<file path="src/rtl/mcc_pkg.sv">
package mcc_pkg;

  localparam int OPW = 6;
  localparam int STW = 4;

  localparam logic [OPW-1:0] OP_RTYPE = 6'h00;
  localparam logic [OPW-1:0] OP_JUMP  = 6'h02;
  localparam logic [OPW-1:0] OP_BEQ   = 6'h04;
  localparam logic [OPW-1:0] OP_LOAD  = 6'h23;
  localparam logic [OPW-1:0] OP_STORE = 6'h2B;

  typedef enum logic [STW-1:0] {
    S_FETCH  = 4'd0,
    S_DECODE = 4'd1,
    S_ADDR   = 4'd2,
    S_MRD    = 4'd3,
    S_LDWB   = 4'd4,
    S_MWR    = 4'd5,
    S_EXEC   = 4'd6,
    S_RWB    = 4'd7,
    S_BRN    = 4'd8,
    S_JMP    = 4'd9
  } state_e;

  localparam logic [1:0] BSRC_REG  = 2'b00;
  localparam logic [1:0] BSRC_FOUR = 2'b01;
  localparam logic [1:0] BSRC_IMM  = 2'b10;
  localparam logic [1:0] BSRC_OFS  = 2'b11;

  localparam logic [1:0] AOP_ADD   = 2'b00;
  localparam logic [1:0] AOP_SUB   = 2'b01;
  localparam logic [1:0] AOP_FUNCT = 2'b10;

  localparam logic [1:0] PCS_ALU   = 2'b00;
  localparam logic [1:0] PCS_OUT   = 2'b01;
  localparam logic [1:0] PCS_JMP   = 2'b10;

  typedef struct packed {
    logic       ir_ld;
    logic       ab_ld;
    logic       aluout_ld;
    logic       mdr_ld;
    logic       mem_rd;
    logic       mem_wr;
    logic       addr_sel;
    logic       alu_a_sel;
    logic [1:0] alu_b_sel;
    logic [1:0] alu_op;
    logic       reg_wr;
    logic       reg_dst;
    logic       wb_sel;
    logic [1:0] pc_src;
    logic       pc_wr;
    logic       pc_wr_cond;
  } ctrl_t;

  localparam ctrl_t CTRL_IDLE = '0;

  // Successor state from the current state and the held opcode.
  function automatic state_e step_state(input state_e cur, input logic [OPW-1:0] op);
    state_e nxt;
    nxt = S_FETCH;
    case (cur)
      S_FETCH:  nxt = S_DECODE;
      S_DECODE: begin
        if (op == OP_LOAD || op == OP_STORE) nxt = S_ADDR;
        else if (op == OP_RTYPE)             nxt = S_EXEC;
        else if (op == OP_BEQ)               nxt = S_BRN;
        else if (op == OP_JUMP)              nxt = S_JMP;
        else                                 nxt = S_FETCH;
      end
      S_ADDR: begin
        if (op == OP_LOAD)       nxt = S_MRD;
        else if (op == OP_STORE) nxt = S_MWR;
        else                     nxt = S_FETCH;
      end
      S_MRD:    nxt = S_LDWB;
      S_EXEC:   nxt = S_RWB;
      default:  nxt = S_FETCH;
    endcase
    return nxt;
  endfunction

  // Moore control word for one state.
  function automatic ctrl_t state_ctrl(input state_e cur);
    ctrl_t c;
    c = CTRL_IDLE;
    case (cur)
      S_FETCH: begin
        c.mem_rd    = 1'b1;
        c.ir_ld     = 1'b1;
        c.alu_b_sel = BSRC_FOUR;
        c.alu_op    = AOP_ADD;
        c.pc_src    = PCS_ALU;
        c.pc_wr     = 1'b1;
      end
      S_DECODE: begin
        c.ab_ld     = 1'b1;
        c.aluout_ld = 1'b1;
        c.alu_b_sel = BSRC_OFS;
        c.alu_op    = AOP_ADD;
      end
      S_ADDR: begin
        c.aluout_ld = 1'b1;
        c.alu_a_sel = 1'b1;
        c.alu_b_sel = BSRC_IMM;
        c.alu_op    = AOP_ADD;
      end
      S_MRD: begin
        c.mem_rd   = 1'b1;
        c.addr_sel = 1'b1;
        c.mdr_ld   = 1'b1;
      end
      S_LDWB: begin
        c.reg_wr  = 1'b1;
        c.reg_dst = 1'b0;
        c.wb_sel  = 1'b1;
      end
      S_MWR: begin
        c.mem_wr   = 1'b1;
        c.addr_sel = 1'b1;
      end
      S_EXEC: begin
        c.aluout_ld = 1'b1;
        c.alu_a_sel = 1'b1;
        c.alu_b_sel = BSRC_REG;
        c.alu_op    = AOP_FUNCT;
      end
      S_RWB: begin
        c.reg_wr  = 1'b1;
        c.reg_dst = 1'b1;
        c.wb_sel  = 1'b0;
      end
      S_BRN: begin
        c.alu_a_sel  = 1'b1;
        c.alu_b_sel  = BSRC_REG;
        c.alu_op     = AOP_SUB;
        c.pc_src     = PCS_OUT;
        c.pc_wr_cond = 1'b1;
      end
      S_JMP: begin
        c.pc_src = PCS_JMP;
        c.pc_wr  = 1'b1;
      end
      default: c = CTRL_IDLE;
    endcase
    return c;
  endfunction

endpackage

</file>
<file path="src/rtl/mcc_next_state.sv">
module mcc_next_state
  import mcc_pkg::*;
(
  input  state_e         cur_i,
  input  logic [OPW-1:0] opcode_i,
  output state_e         nxt_o
);
  always_comb nxt_o = step_state(cur_i, opcode_i);
endmodule

</file>
<file path="src/rtl/mcc_state_reg.sv">
module mcc_state_reg
  import mcc_pkg::*;
(
  input  logic   clk,
  input  logic   rst,
  input  state_e nxt_i,
  output state_e cur_o
);
  always_ff @(posedge clk) begin
    if (rst) cur_o <= S_FETCH;
    else     cur_o <= nxt_i;
  end
endmodule

</file>
<file path="src/rtl/mcc_ctrl_decode.sv">
module mcc_ctrl_decode
  import mcc_pkg::*;
(
  input  state_e cur_i,
  output ctrl_t  ctrl_o
);
  always_comb ctrl_o = state_ctrl(cur_i);
endmodule

</file>
<file path="src/rtl/mcc_ctrl_fsm.sv">
module mcc_ctrl_fsm
  import mcc_pkg::*;
(
  input  logic       clk,
  input  logic       rst,
  input  logic [5:0] opcode_i,
  input  logic       a_eq_b_i,
  output logic [3:0] state_o,
  output logic       ir_ld_o,
  output logic       ab_ld_o,
  output logic       aluout_ld_o,
  output logic       mdr_ld_o,
  output logic       mem_rd_o,
  output logic       mem_wr_o,
  output logic       addr_sel_o,
  output logic       alu_a_sel_o,
  output logic [1:0] alu_b_sel_o,
  output logic [1:0] alu_op_o,
  output logic       reg_wr_o,
  output logic       reg_dst_o,
  output logic       wb_sel_o,
  output logic [1:0] pc_src_o,
  output logic       pc_wr_o,
  output logic       pc_wr_cond_o,
  output logic       pc_load_o
);

  state_e cur_st;
  state_e nxt_st;
  ctrl_t  ctrl;
  logic   branch_taken;

  mcc_next_state u_next (
    .cur_i    (cur_st),
    .opcode_i (opcode_i),
    .nxt_o    (nxt_st)
  );

  mcc_state_reg u_sreg (
    .clk   (clk),
    .rst   (rst),
    .nxt_i (nxt_st),
    .cur_o (cur_st)
  );

  mcc_ctrl_decode u_dec (
    .cur_i  (cur_st),
    .ctrl_o (ctrl)
  );

  assign branch_taken = ctrl.pc_wr_cond & a_eq_b_i;

  assign state_o      = cur_st;
  assign ir_ld_o      = ctrl.ir_ld;
  assign ab_ld_o      = ctrl.ab_ld;
  assign aluout_ld_o  = ctrl.aluout_ld;
  assign mdr_ld_o     = ctrl.mdr_ld;
  assign mem_rd_o     = ctrl.mem_rd;
  assign mem_wr_o     = ctrl.mem_wr;
  assign addr_sel_o   = ctrl.addr_sel;
  assign alu_a_sel_o  = ctrl.alu_a_sel;
  assign alu_b_sel_o  = ctrl.alu_b_sel;
  assign alu_op_o     = ctrl.alu_op;
  assign reg_wr_o     = ctrl.reg_wr;
  assign reg_dst_o    = ctrl.reg_dst;
  assign wb_sel_o     = ctrl.wb_sel;
  assign pc_src_o     = ctrl.pc_src;
  assign pc_wr_o      = ctrl.pc_wr;
  assign pc_wr_cond_o = ctrl.pc_wr_cond;
  assign pc_load_o    = ctrl.pc_wr | branch_taken;

endmodule

</file>
<file path="config.mk">
export PLATFORM = sky130hd
export DESIGN_NAME = mcc_ctrl_fsm
export DESIGN_NICKNAME = d
export VERILOG_FILES = /design/src/rtl/mcc_pkg.sv /design/src/rtl/mcc_next_state.sv /design/src/rtl/mcc_state_reg.sv /design/src/rtl/mcc_ctrl_decode.sv /design/src/rtl/mcc_ctrl_fsm.sv
export SDC_FILE = /design/constraint.sdc
export NUM_CORES = 1
export LEC_CHECK = 0
export ABC_AREA = 1
export BUFFER_PORTS_ARGS = -buffer_cell sky130_fd_sc_hd__buf_2
export CORE_UTILIZATION = 36
export CTS_CLUSTER_DIAMETER = 40
export CTS_CLUSTER_SIZE = 10
export DETAILED_ROUTE_END_ITERATION = 8
export PLACE_DENSITY = 0.79
export SLEW_MARGIN = 20
export SYNTH_ARGS = -nofsm -noshare
export SYNTH_HDL_FRONTEND = slang
export SYNTH_HIERARCHICAL = 1
export SYNTH_SLANG_ARGS = --single-unit
</file>
<file path="constraint.sdc">
create_clock -name clk -period 1 [get_ports clk]
set_input_delay 0.05 -clock clk [delete_from_list [all_inputs] [get_ports clk]]
set_output_delay 0.05 -clock clk [all_outputs]
set_load 0.01 [all_outputs]
</file>
==> reports/results.ini <==
[placed_design]
hpwl_um=1031
port_buffers=32
dp_slack_ns=-0.02548
gp_congestion=0.8040
numPlacedInstances=148

[timing]
drv_slew=0
setup_violations=24
fin_skew_ns=0.003958
rsz0062_at_grt=true
tightest_slew_ns=0.1637
finalHoldViolations=0
setup_slack_ns=-0.2258
fmax_ghz=0.8158
period_needed_ns=1.226
period_share=1.226
slew_headroom=0.8906

[route]
drtIter0Drc=11
wl_per_cell_um=10.36
vias=773
ant_nets=0
drt-total-wl_um=1668
drc=0
dr.pass1.iters=4
via_per_inst=4.801

[worst_hold_path]
min-delay-start=opcode_i[2]
hp-class=in2reg
hold_depth=5
hold_end=u_sreg/cur_o[3]$_SDFF_PP0_

[finish]
largest-register=u_sreg/cur_o
reg.largest.list=u_sreg/cur_o (4)
nets=157
antenna_cells=0
instances_no_fill=161
final_cell_mix=buf_2, nor2_1, nand2_1
utilization=0.7558
syn2layout_area_growth_pct=95.04
drive_above_1_share=0.6096
largest_reg_flops=4
fill_cells=105
final_common_cell=buf_2

[grt]
grt_max_degree=9
grt_pass1_wl_um=2042
antenna_found_initial=0
grt-ovfl-total=0
grt_pass1_vias=535
grt_usage=0.1899

[critical_path]
worstSetupEndpointType=primary output
cp_num_buf_inv=3
cp_slowest_cell=dfxtp_4
reg2reg_slack_ns=-0.15
r2r_cells=8
startpoint=u_sreg/cur_o[2]$_SDFF_PP0_
cp_max_fo=6
critPathArrivalTime_ns=1.18
r2r-start=u_sreg/cur_o[1]$_SDFF_PP0_
startpoint_type=flip-flop
worst_r2r_endpoint=u_sreg/cur_o[3]$_SDFF_PP0_
slowest_delay_ns=0.38
crit_family=flip-flops
crit_chain=inv_4 > nand2_4 > buf_4 > o21ai_1 > buf_2
critPathKind=reg2out
cp.depth=5
cp.required_ns=0.95

[floorplanning]
initial_core_util=0.3875
fp.dieW_um=39.43
io_pins=33
die_area_um2=1554
fp.dieH_um=39.43
fp-row-count=13
core_area_um2=1301

[pwr]
vdd_drop_max_v=0.0007364
p_leak_nw=0.5487
power_density_nw_per_um2=604.4

[synthesis]
synth-warning-count=6
synth_area_per_cell_um2=5.042
ys_seq_elements=4
syn-num-nets=109
ys_types=15
synthCells=100
seq_area_frac_synth=0.1588
synth_area_um2=504.2

[outcome]
violations=negative setup slack
status=finished with violations

[flow_run]
drv_cap=0

[clock_tree]
clkTransAtPathRegs_ns=0.04
htreeDepth=1
clkSinkCount=4
cts_root_buffer=clkbuf_4
cts_tree=done
insertion_delay_ns=0.23
clock_path_buffers=2
cts_buffers=3

-- logic make-up after synthesis --
| logic type | Yosys count | share of synthesized area |
|---|---|---|
| buffers and inverters | 25 | 0.1936 |
| and+or+nand+nor | 69 | 0.6278 |
| AOI/OAI and AO/OA | 2 | 0.01983 |
| DFF | 4 | 0.1588 |
-- Yosys cell counts, drive strengths merged --
cell type | count | area, um2
o21ai | 2 | 10.00
nand3b | 1 | 7.510
nor3 | 1 | 5.000
inv | 24 | 90.09
dfxtp | 4 | 80.08
nand4 | 5 | 31.28
nand2 | 28 | 115.1
nor2 | 26 | 117.6
nand3 | 8 | 40.04
buf | 1 | 7.510
-- worst register-to-register path: stages, from the launching register on --
cell	delay [ns]
dfxtp_4	0.38
buf_4	0.15
inv_2	0.05
nand2_2	0.05
nor2_4	0.15
nand4_1	0.11
nand2_1	0.07
inv_1	0.04
nor2_1	0.09
-- worst max-delay path by stage --
stage,endpoint,slack [ns]
2_1_floorplan,pc_load_o,0.03
3_3_place_gp,u_sreg/cur_o[2]$_SDFF_PP0_,-0.03
3_5_place_dp,u_sreg/cur_o[2]$_SDFF_PP0_,-0.03
4_1_cts,pc_load_o,-0.16
5_1_grt,alu_a_sel_o,-0.27
6_report,alu_a_sel_o,-0.23
-- layout make-up --
class / count / area, um2 / area share
tap: 15 / 18.77 / 0.01908
clock buffer: 3 / 22.52 / 0.02290
multi-input combinational: 71 / 449.2 / 0.4567
inverter: 24 / 107.6 / 0.1094
sequential: 4 / 95.09 / 0.09669
timing repair buffer: 44 / 290.3 / 0.2952
-- routing by layer --
metal	routed length, um	share of wire	global-route usage	vias up
met3	67	0.040	0.06818	0
met2	976	0.59	0.3484	23
met1	624	0.37	0.2155	351
li1	-	-	-	399
met4	0	0	0.008621	0
met5	0	0	0	-
-- through the flow --
stage               instance area [um2]  setup TNS, ns  hold slack, ns   power, W
finish                            983.4         -2.904          0.1991  0.0005944
global route                      983.4         -4.524          0.2152  0.0006475
CTS                               812.0         -2.369        0.001705  0.0005500
detailed placement                709.4       -0.04942          0.2493  0.0003368
global placement                  709.4       -0.03093          0.2474  0.0003336
floorplan                         523.0              0          0.1138  0.0002721
-- where the power goes --
part	internal [W]	total (W)	switching (W)	leakage (nW)
logic	0.000105	0.000230	0.000124	0.499
clock network	0.000134	0.000192	0.0000584	0.0138
registers	0.000157	0.000172	0.0000155	0.0355
-- repair_timing --
item	in CTS	in global routing
pin swaps	14	11
gates cloned	0	0
endpoints found under the hold margin	0	1
setup endpoints to repair	23	24
setup buffers	3	6
hold buffers	0	1
gates resized for setup	21	30
Power figures use the tool's default switching activity.
